`config.mk`:
```
export PLATFORM = sky130hd
export DESIGN_NAME = bus_takeover_master
export DESIGN_NICKNAME = d
export VERILOG_FILES = /design/src/rtl/bt_pkg.sv /design/src/rtl/bt_ack_timer.sv /design/src/rtl/bt_addr_seq.sv /design/src/rtl/bus_takeover_master.sv
export SDC_FILE = /design/constraint.sdc
export NUM_CORES = 1
export LEC_CHECK = 0
export ABC_AREA = 1
export BUFFER_PORTS_ARGS = -buffer_cell sky130_fd_sc_hd__buf_2
export CORE_UTILIZATION = 30
export CTS_CLUSTER_DIAMETER = 40
export DETAILED_ROUTE_END_ITERATION = 10
export GPL_TIMING_DRIVEN = 0
export PLACE_DENSITY = 0.61
export SLEW_MARGIN = 0
export SYNTH_ARGS = -nofsm -noshare
export SYNTH_HDL_FRONTEND = slang
export SYNTH_SLANG_ARGS = --single-unit
```
`constraint.sdc`:
```
create_clock -name clk -period 2.2 [get_ports clk]
set_input_delay 0.11 -clock clk [delete_from_list [all_inputs] [get_ports clk]]
set_output_delay 0.11 -clock clk [all_outputs]
set_load 0.05 [all_outputs]
```
`src/rtl/bt_pkg.sv`:
```
package bt_pkg;

    typedef enum logic [1:0] {
        OP_READ    = 2'd0,
        OP_WRITE   = 2'd1,
        OP_FILL    = 2'd2,
        OP_RELEASE = 2'd3
    } bt_op_e;

    typedef enum logic [3:0] {
        ST_IDLE,
        ST_REQ,
        ST_DRIVE_ADDR,
        ST_MEN_ON,
        ST_DATA_OUT,
        ST_WR_LO,
        ST_WR_HI,
        ST_ADV,
        ST_RD_1,
        ST_RD_2,
        ST_RD_OFF,
        ST_MEN_OFF,
        ST_REL_DATA,
        ST_REL_ADDR,
        ST_REL_WAIT,
        ST_FIN
    } bt_state_e;

endpackage

```
`src/rtl/bt_ack_timer.sv`:
```
// Counts cycles spent waiting on the acknowledge line; flags the last allowed cycle.
module bt_ack_timer #(
    parameter int WAIT_CYC = 16
) (
    input  logic clk,
    input  logic rst_n,
    input  logic run_i,
    input  logic clr_i,
    output logic expired_o
);
    localparam int CW = $clog2(WAIT_CYC + 1);
    localparam logic [CW-1:0] LAST = CW'(WAIT_CYC - 1);

    logic [CW-1:0] cnt_q;

    always_ff @(posedge clk or negedge rst_n) begin
        if (!rst_n) begin
            cnt_q <= '0;
        end else if (clr_i || !run_i) begin
            cnt_q <= '0;
        end else if (cnt_q != LAST) begin
            cnt_q <= cnt_q + 1'b1;
        end
    end

    assign expired_o = run_i && (cnt_q == LAST);

endmodule

```
`src/rtl/bt_addr_seq.sv`:
```
// Holds the bus address and the number of bytes still to go in a fill.
module bt_addr_seq #(
    parameter int ADDR_W = 19,
    parameter int LEN_W  = 8
) (
    input  logic              clk,
    input  logic              rst_n,
    input  logic              load_i,
    input  logic [ADDR_W-1:0] addr_i,
    input  logic [LEN_W-1:0]  len_i,
    input  logic              step_i,
    output logic [ADDR_W-1:0] addr_o,
    output logic              last_o
);
    logic [ADDR_W-1:0] addr_q;
    logic [LEN_W-1:0]  rem_q;

    always_ff @(posedge clk or negedge rst_n) begin
        if (!rst_n) begin
            addr_q <= '0;
            rem_q  <= '0;
        end else if (load_i) begin
            addr_q <= addr_i;
            rem_q  <= len_i;
        end else if (step_i) begin
            addr_q <= addr_q + 1'b1;
            rem_q  <= rem_q - 1'b1;
        end
    end

    assign addr_o = addr_q;
    assign last_o = (rem_q == '0);

endmodule

```
`src/rtl/bus_takeover_master.sv`:
```
module bus_takeover_master
    import bt_pkg::*;
#(
    parameter int ADDR_W   = 19,
    parameter int DATA_W   = 8,
    parameter int LEN_W    = 8,
    parameter int ACK_WAIT = 16
) (
    input  logic              clk,
    input  logic              rst_n,
    input  logic              cmd_valid,
    input  logic [1:0]        cmd_op,
    input  logic [ADDR_W-1:0] cmd_addr,
    input  logic [DATA_W-1:0] cmd_wdata,
    input  logic [LEN_W-1:0]  cmd_len,
    output logic              busy,
    output logic              done,
    output logic              err,
    output logic [DATA_W-1:0] rdata,
    output logic              breq_n,
    input  logic              bus_ack_n,
    output logic              mreq_n,
    output logic              rd_n,
    output logic              wr_n,
    output logic [ADDR_W-1:0] addr_o,
    output logic              addr_oe,
    output logic [DATA_W-1:0] data_o,
    output logic              data_oe,
    input  logic [DATA_W-1:0] data_i
);
    bt_state_e         state_q, state_d;
    bt_op_e            op_q;
    logic [DATA_W-1:0] wdata_q;
    logic [DATA_W-1:0] rdata_q;
    logic              err_q;
    logic              accept;
    logic              ack_expired;
    logic              wait_run;
    logic              fill_last;
    logic              step_addr;
    logic              timeout_hit;

    assign accept    = (state_q == ST_IDLE) && cmd_valid;
    assign wait_run  = (state_q == ST_REQ) || (state_q == ST_REL_WAIT);
    assign step_addr = (state_q == ST_WR_HI) && (state_d == ST_ADV);

    assign timeout_hit = ((state_q == ST_REQ) && bus_ack_n && ack_expired) ||
                         ((state_q == ST_REL_WAIT) && !bus_ack_n && ack_expired);

    bt_ack_timer #(
        .WAIT_CYC (ACK_WAIT)
    ) u_timer (
        .clk       (clk),
        .rst_n     (rst_n),
        .run_i     (wait_run),
        .clr_i     (state_q != state_d),
        .expired_o (ack_expired)
    );

    bt_addr_seq #(
        .ADDR_W (ADDR_W),
        .LEN_W  (LEN_W)
    ) u_addr (
        .clk    (clk),
        .rst_n  (rst_n),
        .load_i (accept),
        .addr_i (cmd_addr),
        .len_i  ((bt_op_e'(cmd_op) == OP_FILL) ? cmd_len : '0),
        .step_i (step_addr),
        .addr_o (addr_o),
        .last_o (fill_last)
    );

    // State register
    always_ff @(posedge clk or negedge rst_n) begin
        if (!rst_n) begin
            state_q <= ST_IDLE;
        end else begin
            state_q <= state_d;
        end
    end

    // Command and result registers
    always_ff @(posedge clk or negedge rst_n) begin
        if (!rst_n) begin
            op_q    <= OP_READ;
            wdata_q <= '0;
            rdata_q <= '0;
            err_q   <= 1'b0;
        end else begin
            if (accept) begin
                op_q    <= bt_op_e'(cmd_op);
                wdata_q <= cmd_wdata;
                err_q   <= 1'b0;
            end else if (timeout_hit) begin
                err_q   <= 1'b1;
            end
            if (state_q == ST_RD_2) begin
                rdata_q <= data_i;
            end
        end
    end

    // Next-state logic
    always_comb begin
        state_d = state_q;
        unique case (state_q)
            ST_IDLE: begin
                if (cmd_valid) begin
                    state_d = (bt_op_e'(cmd_op) == OP_RELEASE) ? ST_REL_WAIT : ST_REQ;
                end
            end
            ST_REQ: begin
                if (!bus_ack_n) begin
                    state_d = ST_DRIVE_ADDR;
                end else if (ack_expired) begin
                    state_d = ST_REL_WAIT;
                end
            end
            ST_DRIVE_ADDR: state_d = ST_MEN_ON;
            ST_MEN_ON:     state_d = (op_q == OP_READ) ? ST_RD_1 : ST_DATA_OUT;
            ST_DATA_OUT:   state_d = ST_WR_LO;
            ST_WR_LO:      state_d = ST_WR_HI;
            ST_WR_HI: begin
                state_d = (op_q == OP_FILL && !fill_last) ? ST_ADV : ST_MEN_OFF;
            end
            ST_ADV:        state_d = ST_WR_LO;
            ST_RD_1:       state_d = ST_RD_2;
            ST_RD_2:       state_d = ST_RD_OFF;
            ST_RD_OFF:     state_d = ST_MEN_OFF;
            ST_MEN_OFF:    state_d = ST_REL_DATA;
            ST_REL_DATA:   state_d = ST_REL_ADDR;
            ST_REL_ADDR:   state_d = ST_REL_WAIT;
            ST_REL_WAIT: begin
                if (bus_ack_n || ack_expired) begin
                    state_d = ST_FIN;
                end
            end
            ST_FIN:        state_d = ST_IDLE;
            default:       state_d = ST_IDLE;
        endcase
    end

    // Output decode
    always_comb begin
        breq_n  = 1'b1;
        addr_oe = 1'b0;
        mreq_n  = 1'b1;
        rd_n    = 1'b1;
        wr_n    = 1'b1;
        data_oe = 1'b0;
        unique case (state_q)
            ST_IDLE, ST_REL_WAIT, ST_FIN: begin
            end
            ST_REQ: begin
                breq_n = 1'b0;
            end
            ST_DRIVE_ADDR: begin
                breq_n  = 1'b0;
                addr_oe = 1'b1;
            end
            ST_MEN_ON, ST_RD_OFF: begin
                breq_n  = 1'b0;
                addr_oe = 1'b1;
                mreq_n  = 1'b0;
            end
            ST_RD_1, ST_RD_2: begin
                breq_n  = 1'b0;
                addr_oe = 1'b1;
                mreq_n  = 1'b0;
                rd_n    = 1'b0;
            end
            ST_DATA_OUT, ST_WR_HI, ST_ADV: begin
                breq_n  = 1'b0;
                addr_oe = 1'b1;
                mreq_n  = 1'b0;
                data_oe = 1'b1;
            end
            ST_WR_LO: begin
                breq_n  = 1'b0;
                addr_oe = 1'b1;
                mreq_n  = 1'b0;
                data_oe = 1'b1;
                wr_n    = 1'b0;
            end
            ST_MEN_OFF: begin
                breq_n  = 1'b0;
                addr_oe = 1'b1;
                data_oe = (op_q != OP_READ);
            end
            ST_REL_DATA: begin
                breq_n  = 1'b0;
                addr_oe = 1'b1;
            end
            ST_REL_ADDR: begin
                breq_n  = 1'b0;
            end
            default: begin
            end
        endcase
    end

    assign busy   = (state_q != ST_IDLE);
    assign done   = (state_q == ST_FIN);
    assign err    = err_q;
    assign rdata  = rdata_q;
    assign data_o = wdata_q;

endmodule

```
### Yosys cells after proc, flatten, opt, wreduce, memory -nomap -nowiden

Cells that the tools add are included.

* word-level logic and storage cells: 85
* register bits: 55
* output and inout port bits: 44
* bits in latches: 0
* RAM bits: 0
* ROM bits: 0
* input port bits: 49
* memories: 0

* bitwise gates (word level): 0
* shifts and indexed selects: 0
* multiplexer cells: 23
* eq/ne operators: 22
* $lt $le $gt $ge: 0
* add/subtract/negate cells: 3
* multipliers: 0
* divide/modulo/power cells: 0
* reductions and logical operators: 29

Operators by type and width (number)
* 4-bit one-hot mux with 15 select lines: 1
* 19-bit two-way mux: 2
* 4-bit == test (second input constant): 8
* 4-bit two-way mux: 7
* 8-bit two-way mux: 3
* 4-bit by 3-bit == test with 1-bit output (second input constant): 5
* 19-bit by 1-bit adder with 19-bit output (second input constant): 1
* 13-bit OR reduction: 1
* 11-bit OR reduction: 1
* 5-bit two-way mux: 2
* 4-bit by 2-bit == test with 1-bit output (second input constant): 2
* 1-bit logical AND: 8
* 8-bit zero test: 1
* 2-bit nonzero test: 4
* 8-bit OR reduction: 1
* 8-bit by 1-bit subtractor with 8-bit output (second input constant): 1
* 1-bit two-way mux: 7
* 2-bit == test (second input constant): 3
* 5-bit by 1-bit adder with 5-bit output (second input constant): 1
* 5-bit by 4-bit == test with 1-bit output (second input constant): 1
* 5-bit by 4-bit != test with 1-bit output (second input constant): 1
* 4-bit by 1-bit == test with 1-bit output (second input constant): 1
* 4-bit zero test: 1
* 1-bit logical OR: 4
* other kinds (7): 10

### Longest topological paths before layout

Gate-level depths: netlist of the first run.

* word-level depth: 10
* depth in mapped cells: 13

### By module

From an unflattened synthesis of the first run, not the netlist that was laid out.

* cell total of the unflattened synthesis: 450
* area total of the unflattened synthesis: 3276.9 sq um

Modules (own cells, without submodules)
* bt_addr_seq: cells each 226, seq. area each 675.6 sq um, times used 1, area an instance 1722.9 sq um
* bus_takeover_master: cells each 189, seq. area each 575.6 sq um, times used 1, area an instance 1285.0 sq um
* bt_ack_timer: cells each 35, seq. area each 125.1 sq um, times used 1, area an instance 269.0 sq um

### Least setup slack after synthesis of the first run

No wires, ideal clock.

* kind: register to output
* start: reg state_q[3]
* end: out data_oe
* arrival time: 1921 ps
* path buffers: 0
* stages on the path, launching flop included: 5
* setup slack: 169 ps
* cell sequence: dfrtp_1 -> inv_1 -> nor2_1 -> nand2_1 -> o21ai_0

* word-level cells in the longest chain between the ends: 3
* elaborated cells on any way between the ends: 7

Ends and longest elaborated chain
* start, declared: line bus_takeover_master.sv:31 `bt_state_e state_q, state_d;`
* start signal, assigned: line bus_takeover_master.sv:79 `state_q <= state_d;`
* 4-bit by 3-bit == test with 1-bit output: line bus_takeover_master.sv:152 `unique case (state_q)`
* 4-bit OR reduction (no source line)
* 1-bit one-hot mux with 2 select lines (*): line bus_takeover_master.sv:152
* end, declared: line bus_takeover_master.sv:28 `output logic data_oe,`

Every way passes the cells marked *; elsewhere a longest branch is shown, timed or not.

### Worst setup path after layout of the first run

* start: reg u_timer.cnt_q[0]
* end: reg u_timer.cnt_q[0]

* word-level cells in the longest chain between the ends: 8
* elaborated cells on any way between the ends: 14

Ends and longest elaborated chain
* start, declared: line bt_ack_timer.sv:14 `logic [CW-1:0] cnt_q;`
* start signal, assigned: line bt_ack_timer.sv:22 `cnt_q <= cnt_q + 1'b1;`
* 5-bit by 4-bit == test with 1-bit output: line bt_ack_timer.sv:26 `assign expired_o = run_i && (cnt_q == LAST);`
* 1-bit logical AND: line bt_ack_timer.sv:26
* 4-bit two-way mux / 1-bit logical OR (equally long branches): line bus_takeover_master.sv:116, bus_takeover_master.sv:135
* 4-bit two-way mux (on tied branches): line bus_takeover_master.sv:114, bus_takeover_master.sv:135
* 4-bit one-hot mux with 15 select lines: line bus_takeover_master.sv:107 `unique case (state_q)`
* 4-bit != test: line bus_takeover_master.sv:56 `.clr_i (state_q != state_d),`
* 1-bit logical OR: line bt_ack_timer.sv:19 `end else if (clr_i || !run_i) begin`
* 5-bit two-way mux / 2-bit nonzero test (equally long branches)

Several ways; a longest one is shown, not always the timed one. The select of a mux whose other input is x is not followed.
A chain may end at the register's enable or synchronous reset.

==> run summary, run 1 <==
share of cells above drive strength 1 - 22.4%
clock transition at the registers of the reported paths - 0.12 ns
Sinks on Clock Net - 55
worst clock skew - 0.0117 ns
Setup Fix Bufs, Post-CTS - 0
overall die width - 108 um
critical hold path startpoint - cmd_op[0]
global-route total usage across every layer - 16.9%
Post-synth EDFFs - 0
non-filler instance count after layout - 734
maximum VDD drop - 602 uV
most used flip-flop cell after synthesis - dfrtp_1
CTS tree - done
Avg Cell Area, Syn - 7.05 um2
DRT antenna net count - 0
per-cell routed wire length - 13.0 um
initial antenna violation count - 0
leading post-synthesis cells by cell area - dfrtp_1 (41%), nand2_1 (20%), nor2_1 (6.2%)
fraction of registers with async set/reset - 100%
dpl cells - 710
worst hold slack - 0.00928 ns
hold endpoint - op_q[0]
core area - 10900 um2
clk buf depth - 2
wirelength, routed - 9.58 mm
Leak - 2.20 nW
Net Switching - 3.43 mW
pin count of the biggest net entering global routing - 56
final cycle utilization of the critical path - 87.2%
hold path cells - 3
met1 Track Usage GR - 21.8%
most area-hungry cell type in the Yosys netlist - dfrtp_1
R2R cell count - 12
Die Footprint - 11700 um2
required time worst endpoint - 2.46 ns
Final setup viols - 0
crit path kind - reg2reg
CTS Hold Bufs - 14
GP Congestion - 0.908
Post-layout nets - 647
Worst Setup End Kind - flip-flop
worst r2r src - u_timer.cnt_q[0]
# rows - 38
Synth top area share - 40.9%
f_max - 521 MHz
synth cell count leaders - nand2_1 (176), nor2_1 (56), dfrtp_1 (55), inv_1 (49), nand3_1 (37)
DR DRC count - 0
port buffer count - 92
min-delay worst type - in2reg
status - completed
Syn Std Cell Area - 3370 um2
io pins - 93
area grow syn2layout - 26.5%
Worst R2R End - u_timer.cnt_q[0]
Clk pwr share - 10.5%
crit start category - flip-flop
met2 usage in global routing - 28.8%
Worst R2R Setup Slack - 0.28 ns
initial cell density of the core - 30.9%
synthesized flop and latch total - 55
sequential group share of total power - 30.2%
diode count - 0
DP Wirelength - 7.10 mm
minimum clock period - 1.92 ns
most numerous cell in the Yosys netlist - nand2_1
post-synthesis net count - 532
max cap viols - 0
Clock Root Buffer - clkbuf_8
GR Util met3 - 2.65%
1st-iter DRT viols - 199
TritonCTS Buffers - 5
Fillers - 1134
final total power - 6.09 mW
Power Density - 1430 nW/um2
Pre-Repair DR Iteration Count - 4
Seq/Total Area, Yosys - 40.9%
Internal - 2.66 mW
Yosys warning total - 0
sw frac - 56.3%
first-pass GRT wire length - 15.4 mm
total gr overflow - 0
Syn Inst Count - 478
vias in the first global route - 3213
Worst Tran Pin Value - 0.727 ns
Clock Latency Late Sink - 0.33 ns
busiest grt layer - met2
H-tree depth - 2
via count normalized by instance count - 4.67
Final Max Slew Viols - 0
RSZ-0062 raised after global routing - no
post_cts resized - 0
die height - 108 um
Slew HR - 51.5%
Critical Path AT - 2.18 ns
post-synth cell types - 30
dpl ws - 0.278 ns
hold violation count in the final report - 0
setup TNS - 0 ns
Vias - 3430
Logic pwr share - 59.3%
Critical Path Fanout Max - 5
post-route setup slack - 0.282 ns
==> layout make-up <==
type	instances	area [um2]	area share (%)
Timing Repair Buffer	108	623	14.6
Clock inverter	3	26.3	0.617
Sequential cell	55	1380	32.3
Tap cell	140	175	4.11
Clock buffer	5	68.8	1.61
Buffer	13	88.8	2.08
Multi-Input combinational cell	360	1720	40.3
Inverter	50	188	4.40
==> kinds of logic (layout without fill, tap and decap cells) <==
kind of cell	Yosys count	after routing	synth area share (%)
compound gates	53	53	8.92
xor+xnor	8	8	2.08
fa+ha+maj	5	5	1.86
buf+inv	63	179	8.21
flops	55	55	40.9
mux	9	9	2.97
simple gates	285	285	35.1
==> per-layer routing <==
metal	wire, um	up-vias
met5	0	-
met4	133	0
met3	415	8
met2	4670	70
met1	4360	1617
li1	-	1735
==> registers in the layout, indices dropped and copies added, names as in the netlist <==
| name | count |
|---|---|
| state_q | 4 |
| rdata | 8 |
| u_addr.rem_q | 8 |
| op_q | 2 |
| err | 1 |
| u_timer.cnt_q | 5 |
| data_o | 8 |
| u_addr.addr_o | 19 |
==> cell usage in the layout (no fill, tap or decap), drive strengths merged <==
cell type | Yosys | layout
dfrtp | 55 | 55
nor2 | 60 | 60
or2 | 3 | 3
nand2 | 179 | 179
clkbuf | 0 | 5
a21oi | 6 | 6
o211ai | 7 | 7
o31ai | 2 | 2
o21ai | 32 | 32
o22ai | 1 | 1
nand4 | 5 | 5
mux2i | 1 | 1
a21boi | 2 | 2
nand3 | 38 | 38
dlygate4sd3 | 0 | 16
o21bai | 2 | 2
buf | 13 | 105
a31oi | 1 | 1
inv | 50 | 53
mux2 | 8 | 8
xnor2 | 2 | 2
ha | 5 | 5
xor2 | 6 | 6
==> metrics by stage <==
step,instance area [um2],utilization (%)
CTS,4240,38.9
floorplan,3370,-
detailed placement,4000,36.8
global placement,4000,36.8
global route,4260,39.1
finish,4260,39.1
==> how the worst max path moves through the flow <==
| stage | slack [ns] | startpoint | depth (start not counted) | end |
|---|---|---|---|---|
| final | 0.28 | u_timer.cnt_q[0] | 12 | u_timer.cnt_q[0] |
| after global routing | 0.04 | u_timer.cnt_q[0] | 12 | u_timer.cnt_q[2] |
| after floorplan | 0.17 | state_q[3] | 4 | data_oe |
| after CTS | 0.26 | u_timer.cnt_q[0] | 12 | u_timer.cnt_q[2] |
| after global placement | 0.30 | u_timer.cnt_q[0] | 12 | u_timer.cnt_q[0] |
| after detailed placement | 0.28 | u_timer.cnt_q[0] | 12 | u_timer.cnt_q[3] |
==> power groups by stage <==
stage / clock (mW) / sequential, mW / combinational, mW
2_1_floorplan: 0 / 2.78 / 1.78
3_3_place_gp: 0 / 1.84 / 3.55
6_report: 0.642 / 1.84 / 3.61
3_5_place_dp: 0 / 1.86 / 3.60
4_1_cts: 0.659 / 1.84 / 3.63
5_1_grt: 0.692 / 1.91 / 3.95
==> worst max-delay path: stages, from the launching register on <==
cell     delay [ns]
dfrtp_1        0.41
ha_1           0.23
nand2_1        0.07
nor2_1         0.04
ha_1           0.23
or2_2          0.30
nand2_1        0.07
nand3_1        0.10
nand2_1        0.09
nand2_1        0.05
nand2_1        0.06
nand2_1        0.11
nor2_1         0.11
Power figures use the tool's default switching activity.
==> run 2: changes to the inputs <==
--- a/config.mk
+++ b/config.mk
@@ -7,11 +7,13 @@
 export LEC_CHECK = 0
 export ABC_AREA = 1
 export BUFFER_PORTS_ARGS = -buffer_cell sky130_fd_sc_hd__buf_2
-export CORE_UTILIZATION = 30
+export CELL_PAD_IN_SITES_DETAIL_PLACEMENT = 2
+export CELL_PAD_IN_SITES_GLOBAL_PLACEMENT = 2
+export CORE_UTILIZATION = 28
 export CTS_CLUSTER_DIAMETER = 40
 export DETAILED_ROUTE_END_ITERATION = 10
 export GPL_TIMING_DRIVEN = 0
-export PLACE_DENSITY = 0.61
+export PLACE_DENSITY = 0.89
 export SLEW_MARGIN = 0
 export SYNTH_ARGS = -nofsm -noshare
 export SYNTH_HDL_FRONTEND = slang
==> run summary, run 2 (synthesis gave the netlist of run 1 again) <==
Post-layout nets - 632
worst clock skew - 0.0114 ns
status - finished with violations
required time worst endpoint - 2.09 ns
critical hold path startpoint - cmd_wdata[4]
share of cells above drive strength 1 - 23.0%
Critical Path Fanout Max - 5
H-tree depth - 2
CP endpoint - data_oe
Worst Setup End Kind - output pin
per-cell routed wire length - 17.3 um
most common cell after layout, fill and taps aside - nand2_1
max cap viols - 0
busiest grt layer - met2
DP Wirelength - 9.39 mm
final cycle utilization of the critical path - 92.9%
pin count of the biggest net entering global routing - 56
max FFs per register - 19
crit start category - flip-flop
TritonCTS Buffers - 5
area grow syn2layout - 23.7%
Clock Latency Late Sink - 0.30 ns
post-route setup slack - 0.155 ns
most frequent cells in the layout - nand2_1 (176), buf_2 (99), nor2_1 (56)
met2 usage in global routing - 38.7%
launching element of the worst setup path - state_q[3]
GR Util met3 - 2.83%
Pre-Repair DR Iteration Count - 7
Fillers - 1414
f_max - 489 MHz
Worst Tran Pin Value - 0.754 ns
met1 Track Usage GR - 24.9%
Die Footprint - 12500 um2
Sinks on Clock Net - 55
final total power - 6.48 mW
clock transition at the registers of the reported paths - 0.08 ns
Worst R2R End - u_timer.cnt_q[2]
clk buf depth - 2
port buffer count - 92
dpl cells - 713
wirelength, routed - 12.5 mm
non-filler instance count after layout - 721
io pins - 93
R2R cell count - 12
GP Congestion - 0.862
global-route total usage across every layer - 20.8%
Final setup viols - 0
1st-iter DRT viols - 110
DR DRC count - 7
Slew HR - 49.7%
overall die width - 112 um
hold violation count in the final report - 0
Power Density - 1560 nW/um2
Clock Root Buffer - clkbuf_16
failing checks - design-rule violations
Critical Path AT - 1.93 ns
# rows - 39
DRT antenna net count - 0
Leak - 2.16 nW
Vias - 3598
via count normalized by instance count - 4.99
maximum VDD drop - 380 uV
dpl ws - 0.181 ns
crit path kind - reg2out
vias in the first global route - 4006
total gr overflow - 0
min-delay worst type - in2reg
core area - 11600 um2
first-pass GRT wire length - 20.5 mm
initial cell density of the core - 29.1%
minimum clock period - 2.04 ns
CTS tree - done
Worst R2R Setup Slack - 0.21 ns
initial antenna violation count - 0
worst r2r src - u_timer.cnt_q[0]
die height - 112 um
diode count - 0
Final Max Slew Viols - 0
## run 2: how the worst min path moves through the flow
stage	to	cells after the start	slack (ns)
global placement	data_o[4]	3	0.31
CTS	data_o[4]	3	0.007
finish	data_o[4]	3	0.003
floorplan	data_o[0]	0	-0.19
global route	data_o[4]	3	0.01
detailed placement	data_o[2]	3	0.33
## run 2: final cells by class
| cell class | instances | area [um2] | area share [%] |
|---|---|---|---|
| Tap cell | 143 | 179 | 4.30 |
| Inverter | 50 | 188 | 4.51 |
| Sequential cell | 55 | 1380 | 33.0 |
| Clock inverter | 2 | 17.5 | 0.421 |
| Timing Repair Buffer | 93 | 473 | 11.4 |
| Multi-Input combinational cell | 360 | 1720 | 41.2 |
| Buffer | 13 | 88.8 | 2.13 |
| Clock buffer | 5 | 125 | 3.00 |
## run 2: what timing repair did
item,CTS,global route
hold endpoints to repair,0,55
gates resized for setup,0,1
endpoints found under the setup margin,0,5
hold buffers,0,1
buffers inserted,0,0
## run 2: per-layer routing
metal | vias up | share of wire (%)
li1 | 1706 | -
met1 | 1802 | 43
met2 | 81 | 52
met3 | 9 | 3.7
met4 | 0 | 1.1
met5 | - | 0
## run 2: metrics by stage
stage          hold slack [ns]  util (%)  TNS, ns  area [um2]
6_report               0.00325      36.0        0        4170
5_1_grt                 0.0147      36.0  -0.0559        4170
4_1_cts                0.00655      35.9        0        4150
3_5_place_dp             0.326      34.7        0        4010
3_3_place_gp             0.312      34.7        0        4010
2_1_floorplan           -0.186         -        0        3370
## run 2: power by group
group	switching, mW	internal [mW]
logic	2.82	0.985
clock network	0.392	0.424
registers	0.436	1.43
## run 2: worst max-delay path, cell delays in order, from the launching register on
cell and delay, ns:
dfrtp_1 0.48, inv_1 0.13, nor2_1 0.40, nand2_1 0.16
o21ai_0 0.18, buf_2 0.28
==> run 3: changes to the inputs <==
--- a/config.mk
+++ b/config.mk
@@ -12,8 +12,7 @@
 export CORE_UTILIZATION = 28
 export CTS_CLUSTER_DIAMETER = 40
 export DETAILED_ROUTE_END_ITERATION = 10
-export GPL_TIMING_DRIVEN = 0
-export PLACE_DENSITY = 0.89
+export PLACE_DENSITY_LB_ADDON = 0.1
 export SLEW_MARGIN = 0
 export SYNTH_ARGS = -nofsm -noshare
 export SYNTH_HDL_FRONTEND = slang
==> run summary, run 3 (synthesis gave the netlist of run 1 again) <==
pin count of the biggest net entering global routing - 37
via count normalized by instance count - 4.87
Worst Setup End Kind - flip-flop
Sequential cell area - 1380 um2
TritonCTS Buffers - 5
initial cell density of the core - 29.1%
GP Congestion - 0.773
vias in the first global route - 3822
crit path kind - reg2reg
Clock Latency Late Sink - 0.31 ns
worst hold slack - 0.00527 ns
DRT antenna net count - 0
area grow syn2layout - 24.6%
min-delay worst type - in2reg
DR DRC count - 11
initial antenna violation count - 0
overall die width - 112 um
H-tree depth - 2
hold violation count in the final report - 0
per-cell routed wire length - 15.7 um
die height - 112 um
Setup Fix Bufs, Post-CTS - 0
post-route setup slack - 0.229 ns
clk buf depth - 2
Pre-Repair DR Iteration Count - 8
failing checks - design-rule violations
post-route cell area - 4200 um2
1st-iter DRT viols - 120
DP Wirelength - 8.77 mm
hold path cells - 3
worst clock skew - 0.00903 ns
status - finished with violations
total gr overflow - 0
max FFs per register - 19
non-filler instance count after layout - 721
Post-layout nets - 631
Die Footprint - 12500 um2
global-route total usage across every layer - 19.6%
minimum clock period - 1.97 ns
Leak - 2.17 nW
port buffer count - 92
Sinks on Clock Net - 55
Vias - 3510
Critical Path AT - 2.21 ns
critical hold path startpoint - cmd_wdata[5]
# rows - 39
Slew HR - 40.7%
most frequent cells in the layout - nand2_1 (176), buf_2 (92), nor2_1 (56)
dpl cells - 710
core area - 11600 um2
Clock Root Buffer - clkbuf_16
dpl ws - 0.235 ns
Worst R2R Setup Slack - 0.23 ns
crit start category - flip-flop
Final setup viols - 0
setup TNS - 0 ns
Fillers - 1426
share of cells above drive strength 1 - 22.5%
CTS tree - done
hold endpoint - data_o[5]
RSZ-0062 raised after global routing - no
post_cts resized - 0
Power Density - 1540 nW/um2
Critical Path Fanout Max - 5
required time worst endpoint - 2.43 ns
Worst R2R End - u_timer.cnt_q[2]
clock transition at the registers of the reported paths - 0.08 ns
first-pass GRT wire length - 19.4 mm
wirelength, routed - 11.3 mm
maximum VDD drop - 404 uV
CTS Hold Bufs - 3
area of the multi-input gates - 1720 um2
max cap viols - 0
Final Max Slew Viols - 0
f_max - 507 MHz
final cycle utilization of the critical path - 89.6%
diode count - 0
io pins - 93
Worst Tran Pin Value - 0.890 ns
worst r2r src - u_timer.cnt_q[0]
R2R cell count - 12
most common cell after layout, fill and taps aside - nand2_1
Post-DP Area - 3990 um2
==> run 3: changes by cell type in the layout (fill, tap and decap cells not counted), sizes merged <==
cell | previous run | this run
buf | 105 | 102
dlygate4sd3 | 1 | 3
bufinv | 0 | 1
clkinv | 1 | 0
clkinvlp | 0 | 1
==> run 3: how the worst max path moves through the flow <==
stage | slack [ns] | cells after the start | start | end
after floorplan | 0.17 | 4 | state_q[3] | data_oe
after global placement | 0.35 | 12 | u_timer.cnt_q[0] | u_timer.cnt_q[0]
after detailed placement | 0.23 | 12 | u_timer.cnt_q[0] | u_timer.cnt_q[2]
after CTS | 0.21 | 12 | u_timer.cnt_q[0] | u_timer.cnt_q[2]
after global routing | 0.02 | 12 | u_timer.cnt_q[0] | u_timer.cnt_q[2]
final | 0.23 | 12 | u_timer.cnt_q[0] | u_timer.cnt_q[2]
==> run 3: final cells by class <==
| type | instances | share of cell area, % |
|---|---|---|
| Inverter | 50 | 4.47 |
| Tap cell | 143 | 4.26 |
| Clock inverter | 3 | 1.10 |
| Clock buffer | 5 | 2.98 |
| Sequential cell | 55 | 32.8 |
| Timing Repair Buffer | 105 | 13.5 |
| Multi-Input combinational cell | 360 | 40.9 |
==> run 3: where the power goes <==
part	switching [mW]	internal, mW
combinational	2.69	0.961
sequential	0.436	1.43
clock	0.423	0.543
==> run 3: per-stage QoR <==
step                      power [mW]  util (%)
after global routing            7.00      36.3
after CTS                       6.58      36.3
final                           6.48      36.3
after detailed placement        5.56      34.5
after floorplan                 4.56         -
after global placement          5.43      34.5
==> run 3: layer usage <==
metal,wire length [um],vias up,global-route usage [%]
met2,5320,70,32.8
met1,5410,1718,26.1
met3,445,13,3.70
met4,147,0,4.50
met5,0,-,0
li1,-,1709,-
==> run 3: critical path: stages (launching register included) <==
cell     delay, ns
dfrtp_1       0.40
ha_1          0.23
nand2_1       0.07
nor2_1        0.04
ha_1          0.21
or2_2         0.30
nand2_1       0.07
nand3_1       0.10
nand2_1       0.10
nand2_1       0.05
nand2_1       0.06
nand2_1       0.13
nor2_1        0.14
